### config.mk
export PLATFORM = sky130hd
export DESIGN_NAME = gfInverter
export DESIGN_NICKNAME = d
export VERILOG_FILES = /design/src/rtl/invPkg.sv /design/src/rtl/invDatapath.sv /design/src/rtl/invControl.sv /design/src/rtl/gfInverter.sv
export SDC_FILE = /design/constraint.sdc
export NUM_CORES = 1
export LEC_CHECK = 0
export ABC_AREA = 1
export BUFFER_PORTS_ARGS = -buffer_cell sky130_fd_sc_hd__buf_2
export CAP_MARGIN = 20
export CORE_ASPECT_RATIO = 0.7
export CORE_MARGIN = 2
export CORE_UTILIZATION = 58
export DETAILED_ROUTE_END_ITERATION = 12
export GPL_ROUTABILITY_DRIVEN = 1
export GPL_TIMING_DRIVEN = 1
export PLACE_DENSITY_LB_ADDON = 0.1
export SLEW_MARGIN = 20
export SYNTH_ARGS = -nofsm -noshare
export SYNTH_HDL_FRONTEND = slang
export SYNTH_HIERARCHICAL = 1
export SYNTH_SLANG_ARGS = --single-unit
### constraint.sdc
create_clock -name clk -period 2.6 [get_ports clk]
set_input_delay 0.13 -clock clk [delete_from_list [all_inputs] [get_ports clk]]
set_output_delay 0.13 -clock clk [all_outputs]
set_load 0.005 [all_outputs]
### src/rtl/invPkg.sv
package invPkg;
  // one strobe per datapath action, at most one active per clock
  typedef struct packed {
    logic load;
    logic shift;
    logic step;
    logic capture;
  } invCmd_t;
endpackage

### src/rtl/invDatapath.sv
module invDatapath
  import invPkg::*;
#(
  parameter int M = 16
) (
  input  logic         clk,
  input  logic         rst,
  input  invCmd_t      cmd,
  input  logic [M-1:0] operand,
  input  logic [M:0]   poly,
  output logic         opZero,
  output logic         yOdd,
  output logic         yIsOne,
  output logic [M-1:0] result
);
  localparam int W = M + 1;

  logic [W-1:0] yReg, dReg, polyReg;
  logic [M-1:0] zReg, bReg;
  logic [W-1:0] zFold;
  logic         dAbove;

  assign opZero = (operand == '0);
  assign yOdd   = yReg[0];
  assign yIsOne = (yReg == W'(1));
  assign dAbove = (dReg > yReg);
  // fold P into Z when Z is odd; bit 0 of the sum is then zero
  assign zFold  = zReg[0] ? ({1'b0, zReg} ^ polyReg) : {1'b0, zReg};

  always_ff @(posedge clk) begin
    if (rst) begin
      yReg    <= '0;
      dReg    <= '0;
      polyReg <= '0;
      zReg    <= '0;
      bReg    <= '0;
      result  <= '0;
    end else begin
      if (cmd.load) begin
        yReg    <= {1'b0, operand};
        dReg    <= poly;
        polyReg <= poly;
        zReg    <= M'(1);
        bReg    <= '0;
      end else if (cmd.shift) begin
        yReg <= yReg >> 1;
        zReg <= zFold[M:1];
      end else if (cmd.step) begin
        yReg <= yReg ^ dReg;
        zReg <= zReg ^ bReg;
        if (dAbove) begin
          dReg <= yReg;
          bReg <= zReg;
        end
      end
      if (cmd.capture) result <= zReg;
    end
  end
endmodule

### src/rtl/invControl.sv
module invControl
  import invPkg::*;
(
  input  logic    clk,
  input  logic    rst,
  input  logic    start,
  input  logic    opZero,
  input  logic    yOdd,
  input  logic    yIsOne,
  output invCmd_t cmd,
  output logic    running,
  output logic    done,
  output logic    err
);
  typedef enum logic {ST_IDLE, ST_RUN} ctlState_t;
  ctlState_t state;

  assign running = (state == ST_RUN);

  always_comb begin
    cmd = '0;
    if (state == ST_IDLE) begin
      cmd.load = start && !opZero;
    end else begin
      if (!yOdd)       cmd.shift   = 1'b1;
      else if (yIsOne) cmd.capture = 1'b1;
      else             cmd.step    = 1'b1;
    end
  end

  always_ff @(posedge clk) begin
    if (rst) begin
      state <= ST_IDLE;
      done  <= 1'b0;
      err   <= 1'b0;
    end else begin
      done <= 1'b0;
      case (state)
        ST_IDLE: if (start) begin
          if (opZero) begin
            done <= 1'b1;
            err  <= 1'b1;
          end else begin
            err   <= 1'b0;
            state <= ST_RUN;
          end
        end
        ST_RUN: if (cmd.capture) begin
          done  <= 1'b1;
          state <= ST_IDLE;
        end
        default: state <= ST_IDLE;
      endcase
    end
  end
endmodule

### src/rtl/gfInverter.sv
module gfInverter
  import invPkg::*;
#(
  parameter int M = 16
) (
  input  logic         clk,
  input  logic         rst,
  input  logic         start,
  input  logic [M-1:0] operand,
  input  logic [M:0]   poly,
  output logic         done,
  output logic         err,
  output logic [M-1:0] result
);
  invCmd_t cmd;
  logic    opZero, yOdd, yIsOne, running;
  logic [3:0] cmdVec;

  assign cmdVec = {cmd.load, cmd.shift, cmd.step, cmd.capture};

  invControl u_ctl (
    .clk(clk), .rst(rst), .start(start), .opZero(opZero),
    .yOdd(yOdd), .yIsOne(yIsOne), .cmd(cmd), .running(running),
    .done(done), .err(err)
  );

  invDatapath #(.M(M)) u_dp (
    .clk(clk), .rst(rst), .cmd(cmd), .operand(operand), .poly(poly),
    .opZero(opZero), .yOdd(yOdd), .yIsOne(yIsOne), .result(result)
  );
endmodule

After elaboration in Yosys (flattened, before gate mapping)
Index checks and enable logic that the tools add are counted.
- bits in registers: 102
- input bits: 36
- $lt $le $gt $ge: 1
- equality and inequality tests: 2
- multiplexer cells: 25
- bitwise logic cells: 5
- reductions and logical operators: 12
- operator list (cell ; number):
    $mux W17 ; 5
    $mux W16 ; 5
    $eq A17 B1 Y1 const B ; 1
    $gt A17 B17 Y1 ; 1
    $xor A16 B17 Y17 ; 1
    $xor A17 B17 Y17 ; 1
    $logic_not A16 Y1 ; 1
    $xor A16 B16 Y16 ; 1
    $mux W1 ; 11
    $reduce_and A3 Y1 ; 2
    $reduce_bool A2 Y1 ; 3
    $pmux W1 S2 ; 2
    $mux W3 ; 1
    $reduce_bool A3 Y1 ; 1
    $reduce_or A3 Y1 ; 1
    $mux W2 ; 1
    $ne A2 B1 Y1 const B ; 1
    $not A1 Y1 ; 2
    $reduce_and A2 Y1 ; 1
    $reduce_or A2 Y1 ; 1
    $logic_and A1 B1 Y1 ; 1
    $logic_not A1 Y1 ; 1

Logic depth before layout (Yosys ltp)
Gate-level depths: netlist of the first run.
- depth in word-level cells: 7
- gate-level depth with buffers: 15
- mapped depth without buffers: 14

Cells and area by module
The synthesis of the first run kept the hierarchy.
- by module, submodules not included (module ; instances ; cells an instance ; area each (um^2) ; seq. area each (um^2)):
    invDatapath ; 1 ; 648 ; 4758.3 ; 1961.9
    invControl ; 1 ; 21 ; 140.1 ; 60.1

Worst setup path after synthesis of the first run
OpenSTA, ideal clock, no wires.
- path type: reg2reg
- from: register u_dp.yReg[4]
- to: register u_dp.yReg[0]
- arrival time: 1.984 ns
- data required time: 2.526 ns
- setup slack: 0.542 ns
- cell stages (with the launch flop): 11
- path buffers: 1
- cell sequence: dfxtp_1 > nor4_1 > nand3_1 > nor4_1 > nor2_1 > nor2_2 > inv_2 > nor2_1 > buf_2 > nand2_1 > a31oi_1
- RTL lines (item ; line ; source):
    from (decl) ; invDatapath.sv:18 ; logic [W-1:0] yReg, dReg, polyReg;
    from (signal assigned) ; invDatapath.sv:40 ; yReg <= {1'b0, operand};
    from (signal assigned) ; invDatapath.sv:46 ; yReg <= yReg >> 1;
    from (signal assigned) ; invDatapath.sv:49 ; yReg <= yReg ^ dReg;

Worst setup path in the final report of the first run
- from: register u_dp.yReg[6]
- to: register u_dp.bReg[6]
- longest elaborated chain between the ends: 5
- elaborated cells on any way between the ends: 6
- those cells by class: order compare: 1; eq/ne: 1; mux: 3; reduce/logical: 1
- RTL lines (item ; line ; source):
    branches (longest 4 deep; another with $gt A17 B17 Y1) ; -- ;
    $reduce_and A3 Y1 (no source line) * ; -- ;
    to (signal assigned) ; invDatapath.sv:53 ; bReg <= zReg;
    to (decl) ; invDatapath.sv:19 ; logic [M-1:0] zReg, bReg;
Mark *: on every way between the ends.
A chain may end at the register's enable or synchronous reset.

==> impl_metrics.csv, run 1 <==
group,metric,value,unit
critical_path,crit_path_frequent_cell,"nor2_1",
critical_path,cp_top_family,"simple AND/OR/NAND/NOR gates",
placed_design,place.gp.congestion,0.8446,
sta,max_freq,410.4,MHz
critical_path,critPathSlowestCell,"a31oi_1",
sta,worstMarginPinSlew,0.7390,ns
floorplan,start_util,58.75,%
floorplan,rows,28,
floorplan,ios,54,
sta,period_minus_slack,2.437,ns
sta,setup_viol,0,
critical_path,cp-endpoint,"u_dp/bReg[6]$_SDFFE_PP0P_",
critical_path,crit_fanout,18,
critical_path,max_stage_delay,0.46,ns
detailed_routing,drt-initial-drc-count,360,
sta,timing.final.ws_setup,0.1635,ns
critical_path,required,2.88,ns
critical_path,critPathLaunchType,"flop",
worst_hold_path,hold_class,"primary input to flop",
detailed_routing,dr_total_vias,4744,
critical_path,crit_type,"flop to flop",
final_layout,area_growth,14.00,%
placed_design,hpwl,8.809,mm
detailed_routing,post_drt_wl_per_cell,15.91,um
detailed_routing,drc,0,
worst_hold_path,worstHoldStart,"operand[14]",
run_status,status,"finished, final reports clean",
floorplan,die_height,80.89,um
yosys,netlist-cell-type-count,32,
critical_path,timing.critical_path.buf_inv,3,
critical_path,r2r_start,"u_dp/yReg[6]$_SDFFE_PP0P_",
placed_design,port_buffers,53,
clocking,cts.sink_count,101,
critical_path,crit_arrival,2.72,ns
global_route,grt_pass1_vias,4262,
global_route,antenna_found_initial,0,
pwr,ir_drop,0.3615,mV
sta,skew,0.006943,ns
clocking,cts_max_path_buffers,2,
yosys,netlist_area,4898,sq um
critical_path,end_kind,"flop",
clocking,htreeDepth,3,
floorplan,core,8338,sq um
yosys,ys_ff_latch,101,
pwr,pwr_density_cell,695.4,nW/um^2
detailed_routing,antenna_left,0,
detailed_routing,vias_per_cell,5.807,
yosys,synth_warnings,6,
sta,period_share,93.71,%
global_route,track_usage,28.92,%
critical_path,r2r_slack,0.16,ns
critical_path,rr_worst_depth,11,
clocking,worstSkewPairLatency,0.35,ns
clocking,cts-hold-fix-buffers,0,
placed_design,post-place-ws,0.09539,ns
critical_path,r2r_end,"u_dp/bReg[6]$_SDFFE_PP0P_",
sta,slew_viol_final,0,
global_route,grt_max_degree,70,
sta,hold_viol,0,
final_layout,layout-drive-gt1-share,13.34,%
critical_path,worstPathCellList,"inv_1, ha_1, nand2_1, inv_1, nand2_1, nor2_1, a31oi_1, nand2_4, inv_2, nor2_1, nor2_1",
sta,slew_headroom,50.66,%
yosys,syn-num-nets,722,
yosys,synth_cells,669,
detailed_routing,drtPass1Iterations,5,
detailed_routing,routed_wirelength,13.00,mm
critical_path,path_depth,11,
final_layout,nNetsFinal,760,
global_route,grt_pass1_wl,21.02,mm
yosys,yosysSeqAreaShare,41.28,%
final_layout,diodes,0,
pwr,p_leak,2.344,nW
clocking,numCtsBuffers,9,
floorplan,die_w,113.8,um
final_layout,fin_util,66.97,%
clocking,clk_pin_slew_worst_paths,0.07,ns
critical_path,worstSetupStartpoint,"u_dp/yReg[6]$_SDFFE_PP0P_",
clocking,cts-root-buf,"clkbuf_16",
run,drv_cap,0,
clocking,cts_tree,"built",
yosys,avgSynthCellArea,7.322,sq um
final_layout,final_area,5584,sq um
global_route,gr-total-overflow,0,
placed_design,placed_cell_area,5204,sq um
floorplan,dieArea,9209,sq um
[power breakdown]
part | switching [W] | total (W) | internal, W
Sequential | 0.0000725 | 0.00169 | 0.00162
Combinational | 0.000391 | 0.000594 | 0.000203
Clock | 0.000575 | 0.00160 | 0.00102
[cells in the final DEF (no fill, tap or decap)]
cell / instances
nand3_1: 21
nand2_2: 3
a31oi_1: 12
nor4_1: 6
xor2_1: 14
o211ai_1: 11
nor2_1: 75
clkinv_2: 1
nand2_1: 150
nor4_2: 1
buf_2: 53
a21oi_2: 1
a21o_1: 2
o21ai_0: 62
nor2_2: 3
nand2_4: 2
mux2i_1: 1
nand3_2: 1
a21oi_1: 58
a211oi_1: 15
inv_1: 47
a221oi_1: 19
a2111oi_0: 2
clkbuf_16: 9
inv_2: 3
buf_4: 11
nor3_1: 2
bufinv_16: 3
nand4_1: 1
clkbuf_8: 3
ha_1: 17
clkbuf_1: 1
buf_12: 1
dfxtp_1: 101
[Yosys cell counts]
cell | number | area [sq um]
nand2_4 | 2 | 22.52
inv_1 | 47 | 176.4
buf_6 | 3 | 33.78
o21ai_0 | 62 | 310.3
nand2_2 | 2 | 12.51
mux2i_1 | 1 | 10.01
a31oi_1 | 12 | 75.07
buf_2 | 7 | 35.03
nor2_1 | 75 | 281.5
buf_4 | 2 | 15.01
a21o_1 | 2 | 15.01
a21oi_1 | 58 | 290.3
a21oi_2 | 1 | 8.760
dfxtp_1 | 101 | 2022
a2111oi_0 | 2 | 17.52
clkinv_2 | 1 | 5.000
nor2_2 | 3 | 18.77
inv_2 | 3 | 11.26
nor3_1 | 2 | 10.01
a221oi_1 | 19 | 166.4
nor4_1 | 7 | 43.79
buf_1 | 4 | 15.01
xor2_1 | 14 | 122.6
nand2_1 | 150 | 563.0
clkbuf_2 | 1 | 5.000
o211ai_1 | 11 | 82.58
nand3_1 | 21 | 105.1
a211oi_1 | 15 | 112.6
ha_1 | 17 | 212.7
nand4_1 | 1 | 6.260
clkbuf_1 | 22 | 82.58
nand3_2 | 1 | 10.01
[cell families (layout without fill, tap and decap cells)]
| group | after synthesis | after routing | share of synthesized area [%] |
|---|---|---|---|
| mux | 1 | 1 | 0.2044 |
| fa+ha+maj | 17 | 17 | 4.342 |
| simple gates | 264 | 265 | 21.92 |
| compound gates | 182 | 182 | 22.02 |
| flops | 101 | 101 | 41.28 |
| xor+xnor | 14 | 14 | 2.503 |
| buf+inv | 90 | 132 | 7.739 |
[state kept, by name, indices dropped and copies added, names as in the netlist]
signal         count
u_dp/dReg         17
u_dp/yReg         17
u_dp/bReg         16
u_dp/polyReg      16
u_dp/result       16
u_dp/zReg         16
u_ctl/done         1
u_ctl/err          1
u_ctl/running      1
[tightest hold or removal path: stages]
cell     delay (ns)
buf_2          0.10
nand2_1        0.06
a31oi_1        0.07
[timing repair]
item | CTS | global route
endpoints found under the setup margin | 0 | 35
hold endpoints to repair | 0 | 0
resized for setup | 0 | 1
setup buffers | 0 | 0
[area by class of cell]
cell class	instances	area, sq um
multi-input cells	479	2510
repair buffers	65	367.9
clock buffers	13	270.3
flip-flops and latches	101	2022
well taps	105	131.4
fillers	756	2754
inverters	51	192.7
clock inverters	3	90.09
[stage by stage]
stage / hold slack (ns) / instances / setup TNS (ns) / power (W)
after floorplan: 0.1991 / 669 / 0 / 0.002126
after global placement: 0.4037 / 799 / 0 / 0.002275
after detailed placement: 0.4156 / 799 / 0 / 0.002296
after CTS: 0.05511 / 815 / 0 / 0.003876
after global routing: 0.06444 / 817 / -0.007691 / 0.004035
final: 0.06432 / 817 / 0 / 0.003883
[per-layer routing]
| layer | global-route usage [%] | wire length (um) | vias to the layer above |
|---|---|---|---|
| li1 | - | - | 2333 |
| met2 | 46.59 | 5864 | 180 |
| met5 | 0 | 0 | - |
| met1 | 39.91 | 6027 | 2210 |
| met3 | 5.373 | 902 | 21 |
| met4 | 8.780 | 199 | 0 |
[worst min-delay path by stage]
stage | end | cells past startpoint
after detailed placement | u_dp/yReg[2]$_SDFFE_PP0P_ | 3
after global routing | u_dp/polyReg[8]$_SDFFE_PP0P_ | 3
after floorplan | u_ctl/done$_SDFF_PP0_ | 1
final | u_dp/yReg[14]$_SDFFE_PP0P_ | 3
after CTS | u_dp/yReg[14]$_SDFFE_PP0P_ | 3
after global placement | u_dp/yReg[2]$_SDFFE_PP0P_ | 3
Power figures use the tool's default switching activity.
==> run 2: changes to the inputs <==
PLACE_DENSITY = 0.9   (was not set)
PLACE_DENSITY_LB_ADDON = not set   (was 0.1)
REMOVE_ABC_BUFFERS = 1   (was not set)
==> run 2 against run 1 <==
Flip-flop and latch count did not move. Die area stayed put. Combinational power is 3% higher. Hold slack lost 0.024 ns. Global-route usage grew 0.77 points. Critical endpoint is now u_dp/dReg[14]$_SDFFE_PP0P_. Largest cell class unchanged. Largest power group unchanged.
==> impl_metrics.csv, run 2 (synthesis results as in run 1) <==
group,metric,value,unit
pwr,pwr_density_cell,659.8,nW/um^2
global_route,track_usage,29.70,%
detailed_routing,post_drt_wl_per_cell,16.26,um
global_route,grt_pass1_vias,4492,
final_layout,area_growth,13.28,%
clocking,cts-hold-fix-buffers,0,
final_layout,diodes,0,
detailed_routing,drtPass1Iterations,5,
final_layout,layout-drive-gt1-share,13.76,%
floorplan,core,8338,sq um
clocking,worstSkewPairLatency,0.35,ns
clocking,cts_tree,"built",
final_layout,layout_common_cells,"nand2_1 (150), dfxtp_1 (101), nor2_1 (73)",
placed_design,place.gp.congestion,0.9925,
final_layout,layout_commonest_cell,"nand2_1",
sta,setup_viol,0,
critical_path,crit_fanout,32,
floorplan,dieArea,9209,sq um
detailed_routing,routed_wirelength,13.29,mm
run_status,status,"finished, final reports clean",
final_layout,nNetsFinal,761,
detailed_routing,drc,0,
placed_design,hpwl,9.075,mm
sta,slew_viol_final,0,
detailed_routing,dr_total_vias,4876,
global_route,gr-total-overflow,0,
sta,period_minus_slack,2.489,ns
final_layout,reg.largest.list,"u_dp/dReg (17), u_dp/yReg (17)",
detailed_routing,antenna_left,0,
clocking,numCtsBuffers,9,
detailed_routing,drt-initial-drc-count,501,
pwr,ir_drop,0.4179,mV
sta,skew,0.004204,ns
floorplan,die_height,80.89,um
critical_path,crit_type,"flop to flop",
clocking,cts-root-buf,"clkbuf_16",
sta,slew_headroom,48.72,%
floorplan,ios,54,
sta,period_share,95.73,%
critical_path,required,2.87,ns
clocking,htreeDepth,3,
critical_path,critPathLaunchType,"flop",
global_route,grt_pass1_wl,21.52,mm
worst_hold_path,hold_class,"primary input to flop",
sta,fin_hold_ws,0.04025,ns
critical_path,crit_arrival,2.76,ns
pwr,p_leak,2.324,nW
critical_path,end_kind,"flop",
placed_design,port_buffers,53,
floorplan,rows,28,
sta,timing.final.ws_setup,0.1109,ns
global_route,antenna_found_initial,0,
sta,hold_viol,0,
run,drv_cap,0,
clocking,cts.sink_count,101,
global_route,grt_max_degree,70,
clocking,clk_pin_slew_worst_paths,0.07,ns
placed_design,post-place-ws,0.04008,ns
sta,max_freq,401.8,MHz
clocking,cts_max_path_buffers,2,
floorplan,die_w,113.8,um
floorplan,start_util,58.75,%
detailed_routing,vias_per_cell,5.968,
sta,worstMarginPinSlew,0.7692,ns
-- run 2: changes by cell type in the layout (fill, tap and decap cells not counted) --
cell and change:
clkbuf_1 -1, nor2_1 -2, buf_12 +1, nor2_2 +2, bufinv_16 -2, clkinv_2 +2
clkbuf_8 -1, clkinvlp_4 +1
-- run 2: power by group --
part	internal (W)	switching, W	leakage (nW)
registers	0.00162	0.0000685	0.822
clock network	0.000789	0.000571	0.147
logic	0.000209	0.000403	1.35
-- run 2: what timing repair did --
action,CTS,global route
setup endpoints to repair,0,62
buffers inserted,0,0
gates resized for setup,0,3
-- run 2: final timing paths --
| path | startpoint | endpoint | slack [ns] | cells past startpoint |
|---|---|---|---|---|
| setup / recovery | u_dp/yReg[0]$_SDFFE_PP0P_ | u_dp/dReg[14]$_SDFFE_PP0P_ | 0.11 | 9 |
| setup reg to reg | u_dp/yReg[0]$_SDFFE_PP0P_ | u_dp/dReg[14]$_SDFFE_PP0P_ | 0.11 | 9 |
| hold reg to reg | u_dp/polyReg[8]$_SDFFE_PP0P_ | u_dp/polyReg[8]$_SDFFE_PP0P_ | 0.46 | 2 |
| hold / removal | poly[1] | u_dp/polyReg[1]$_SDFFE_PP0P_ | 0.04 | 3 |
-- run 2: layout make-up --
class	instances	area [sq um]
Fill cell	728	2789
Multi-Input combinational cell	479	2515
Sequential cell	101	2022
Timing Repair Buffer	66	387.9
Clock buffer	11	252.7
Inverter	51	192.7
Tap cell	105	131.4
Clock inverter	4	47.55
-- run 2: routing by layer --
metal,vias up,global-route usage (%),share of wire (%)
met5,-,0,0
met4,0,9.390,1.6
met3,28,8.134,8.5
met2,232,48.20,45
met1,2267,38.96,45
li1,2349,-,-
-- run 2: stage by stage --
step                power (W)  TNS, ns  cells  instance area, sq um  utilization, %
detailed placement   0.002309        0    801                  5231           62.74
floorplan            0.002086        0    630                  4712               -
global placement     0.002283        0    801                  5231           62.74
CTS                  0.003653        0    816                  5532           66.34
finish               0.003661        0    817                  5549           66.55
global route         0.003813   -1.601    817                  5549           66.55
-- run 2: worst max-delay path, cell delays in order (launching register included) --
cell	delay, ns
dfxtp_1	0.51
nor2_1	0.09
buf_4	0.17
clkinv_2	0.33
nand2_1	0.10
a31oi_1	0.40
nand2_4	0.28
nand2_4	0.28
nand2_1	0.08
a21oi_1	0.15
==> run 3: changes to the inputs <==
PLACE_DENSITY = 0.89   (was 0.9)
RECOVER_POWER = 25   (was not set)
==> run 3 against run 2 <==
Hold slack gained 0.015 ns. Non-clock buffer count grew 1. Register-to-register slack gained 0.03 ns. Total power grew 3.8%. Critical path depth is the same. Die area is the same. Sequential power is essentially flat. Cell count grew 0.24%. First-iteration DRC count grew 12%. Utilization grew 0.32 points. Clock-buffer cell count is the same. Largest power group unchanged.
==> impl_metrics.csv, run 3 (synthesis results as in run 1) <==
group,metric,value,unit
critical_path,max_stage_delay,0.47,ns
critical_path,worstPathCellList,"inv_1, ha_1, nand2_1, nor2_1, a31oi_1, nand2_4, inv_2, nor2_1, nor2_1",
run_status,status,"finished, final reports clean",
sta,slew_headroom,46.64,%
global_route,grt_max_degree,70,
final_layout,nFillCells,708,
clocking,numCtsBuffers,9,
floorplan,die_height,80.89,um
final_layout,diodes,0,
detailed_routing,drt-initial-drc-count,563,
worst_hold_path,hold_class,"primary input to flop",
final_layout,layout_common_cells,"nand2_1 (150), dfxtp_1 (101), nor2_1 (73)",
detailed_routing,dr_total_vias,4897,
placed_design,placed_cell_area,5226,sq um
global_route,gr-total-overflow,0,
floorplan,dieArea,9209,sq um
pwr,p_leak,2.293,nW
sta,rsz0062_at_grt,"no",
detailed_routing,routed_wirelength,13.54,mm
clocking,clk_pin_slew_worst_paths,0.07,ns
clocking,cts-hold-fix-buffers,0,
floorplan,ios,54,
sta,slew_viol_final,0,
critical_path,crit_path_frequent_cell,"nor2_1",
final_layout,nNetsFinal,762,
pwr,ir_drop,0.4173,mV
clocking,cts_tree,"built",
pwr,p_int,0.002725,W
run,drv_cap,0,
final_layout,layout_commonest_cell,"nand2_1",
worst_hold_path,worstHoldStart,"operand[13]",
final_layout,layoutNonFillerInstCount,819,
sta,period_share,94.43,%
pwr,clockPowerShare,39.3,%
critical_path,cp_top_family,"simple AND/OR/NAND/NOR gates",
final_layout,layout-drive-gt1-share,12.61,%
clocking,cts-root-buf,"clkbuf_16",
floorplan,core,8338,sq um
pwr,pwr_density_cell,681.7,nW/um^2
clocking,cts_setup_buffers,0,
critical_path,r2r_start,"u_dp/yReg[2]$_SDFFE_PP0P_",
sta,max_freq,407.3,MHz
final_layout,final_area,5575,sq um
final_layout,area_growth,13.82,%
pwr,switching_share,28.30,%
global_route,grt_pass1_vias,4454,
clocking,cts_max_path_buffers,2,
pwr,switching_power,0.001076,W
placed_design,port_buffers,53,
sta,hold_viol,0,
critical_path,crit_fanout,18,
sta,skew,0.007688,ns
critical_path,timing.critical_path.buf_inv,2,
placed_design,dp_cells,802,
global_route,antenna_found_initial,0,
placed_design,place.gp.congestion,0.9246,
critical_path,crit_type,"flop to flop",
pwr,pwr-share-comb,16.1,%
pwr,seqPwrFrac,44.6,%
detailed_routing,drtPass1Iterations,5,
critical_path,critPathLaunchType,"flop",
floorplan,rows,28,
clocking,ctsResizeCount,0,
critical_path,required,2.88,ns
detailed_routing,drc,0,
critical_path,critPathSlowestCell,"dfxtp_1",
placed_design,hpwl,8.782,mm
floorplan,die_w,113.8,um
critical_path,crit_arrival,2.74,ns
detailed_routing,vias_per_cell,5.979,
sta,period_minus_slack,2.455,ns
floorplan,start_util,58.75,%
sta,setup_viol,0,
global_route,track_usage,29.48,%
final_layout,reg.largest.list,"u_dp/dReg (17), u_dp/yReg (17)",
global_route,grt_pass1_wl,21.33,mm
clocking,htreeDepth,3,
sta,worstMarginPinSlew,0.7993,ns
critical_path,end_kind,"flop",
sta,setup_tns,0,ns
clocking,worstSkewPairLatency,0.35,ns
clocking,cts.sink_count,101,
critical_path,worstSetupStartpoint,"u_dp/yReg[2]$_SDFFE_PP0P_",
detailed_routing,antenna_left,0,
detailed_routing,post_drt_wl_per_cell,16.53,um
run 3: worst reg2reg max path: stages, from the launching register on:
cell,delay (ns)
dfxtp_1,0.47
inv_1,0.09
ha_1,0.35
nand2_1,0.13
nor2_1,0.06
a31oi_1,0.44
nand2_4,0.29
inv_2,0.35
nor2_1,0.08
nor2_1,0.12
run 3: layout make-up:
cell class,instances,area [sq um],area share [%]
Clock buffer,11,252.7,4.533
Clock inverter,5,81.33,1.459
Inverter,51,192.7,3.456
Multi-Input combinational cell,479,2525,45.29
Sequential cell,101,2022,36.27
Tap cell,105,131.4,2.356
Timing Repair Buffer,67,370.4,6.643
run 3: power by group through the flow:
stage               Clock (W)  Combinational, W  Sequential (W)
floorplan                   0          0.000382         0.00170
global placement            0          0.000560         0.00172
detailed placement          0          0.000581         0.00172
CTS                   0.00150          0.000587         0.00169
global route          0.00156          0.000674         0.00170
finish                0.00149          0.000612         0.00170
run 3: path summary, 6_finish.rpt:
check / cells after the start / slack [ns] / to
max: 9 / 0.14 / u_dp/bReg[0]$_SDFFE_PP0P_
min: 3 / 0.06 / u_dp/yReg[13]$_SDFFE_PP0P_
max reg2reg: 9 / 0.14 / u_dp/bReg[0]$_SDFFE_PP0P_
min reg2reg: 2 / 0.46 / u_dp/polyReg[7]$_SDFFE_PP0P_
run 3: layer usage:
metal  part of all wire, %  GRT usage, %  wire length [um]
met5                     0             0                 0
met4                   1.5         8.659               207
met3                   9.3         8.358              1261
met2                    45         47.49              6150
met1                    44         39.03              5920
run 3: stage by stage:
step                worst slack, ns  total power [W]  util (%)  hold slack (ns)
CTS                         0.02485         0.003776     66.69          0.04303
finish                       0.1449         0.003801     66.87          0.05508
floorplan                    0.1629         0.002086         -           0.1924
detailed placement          -0.1428         0.002305     62.68           0.4071
global route               0.006375         0.003940     66.87          0.06595
global placement           0.008132         0.002277     62.68           0.4042
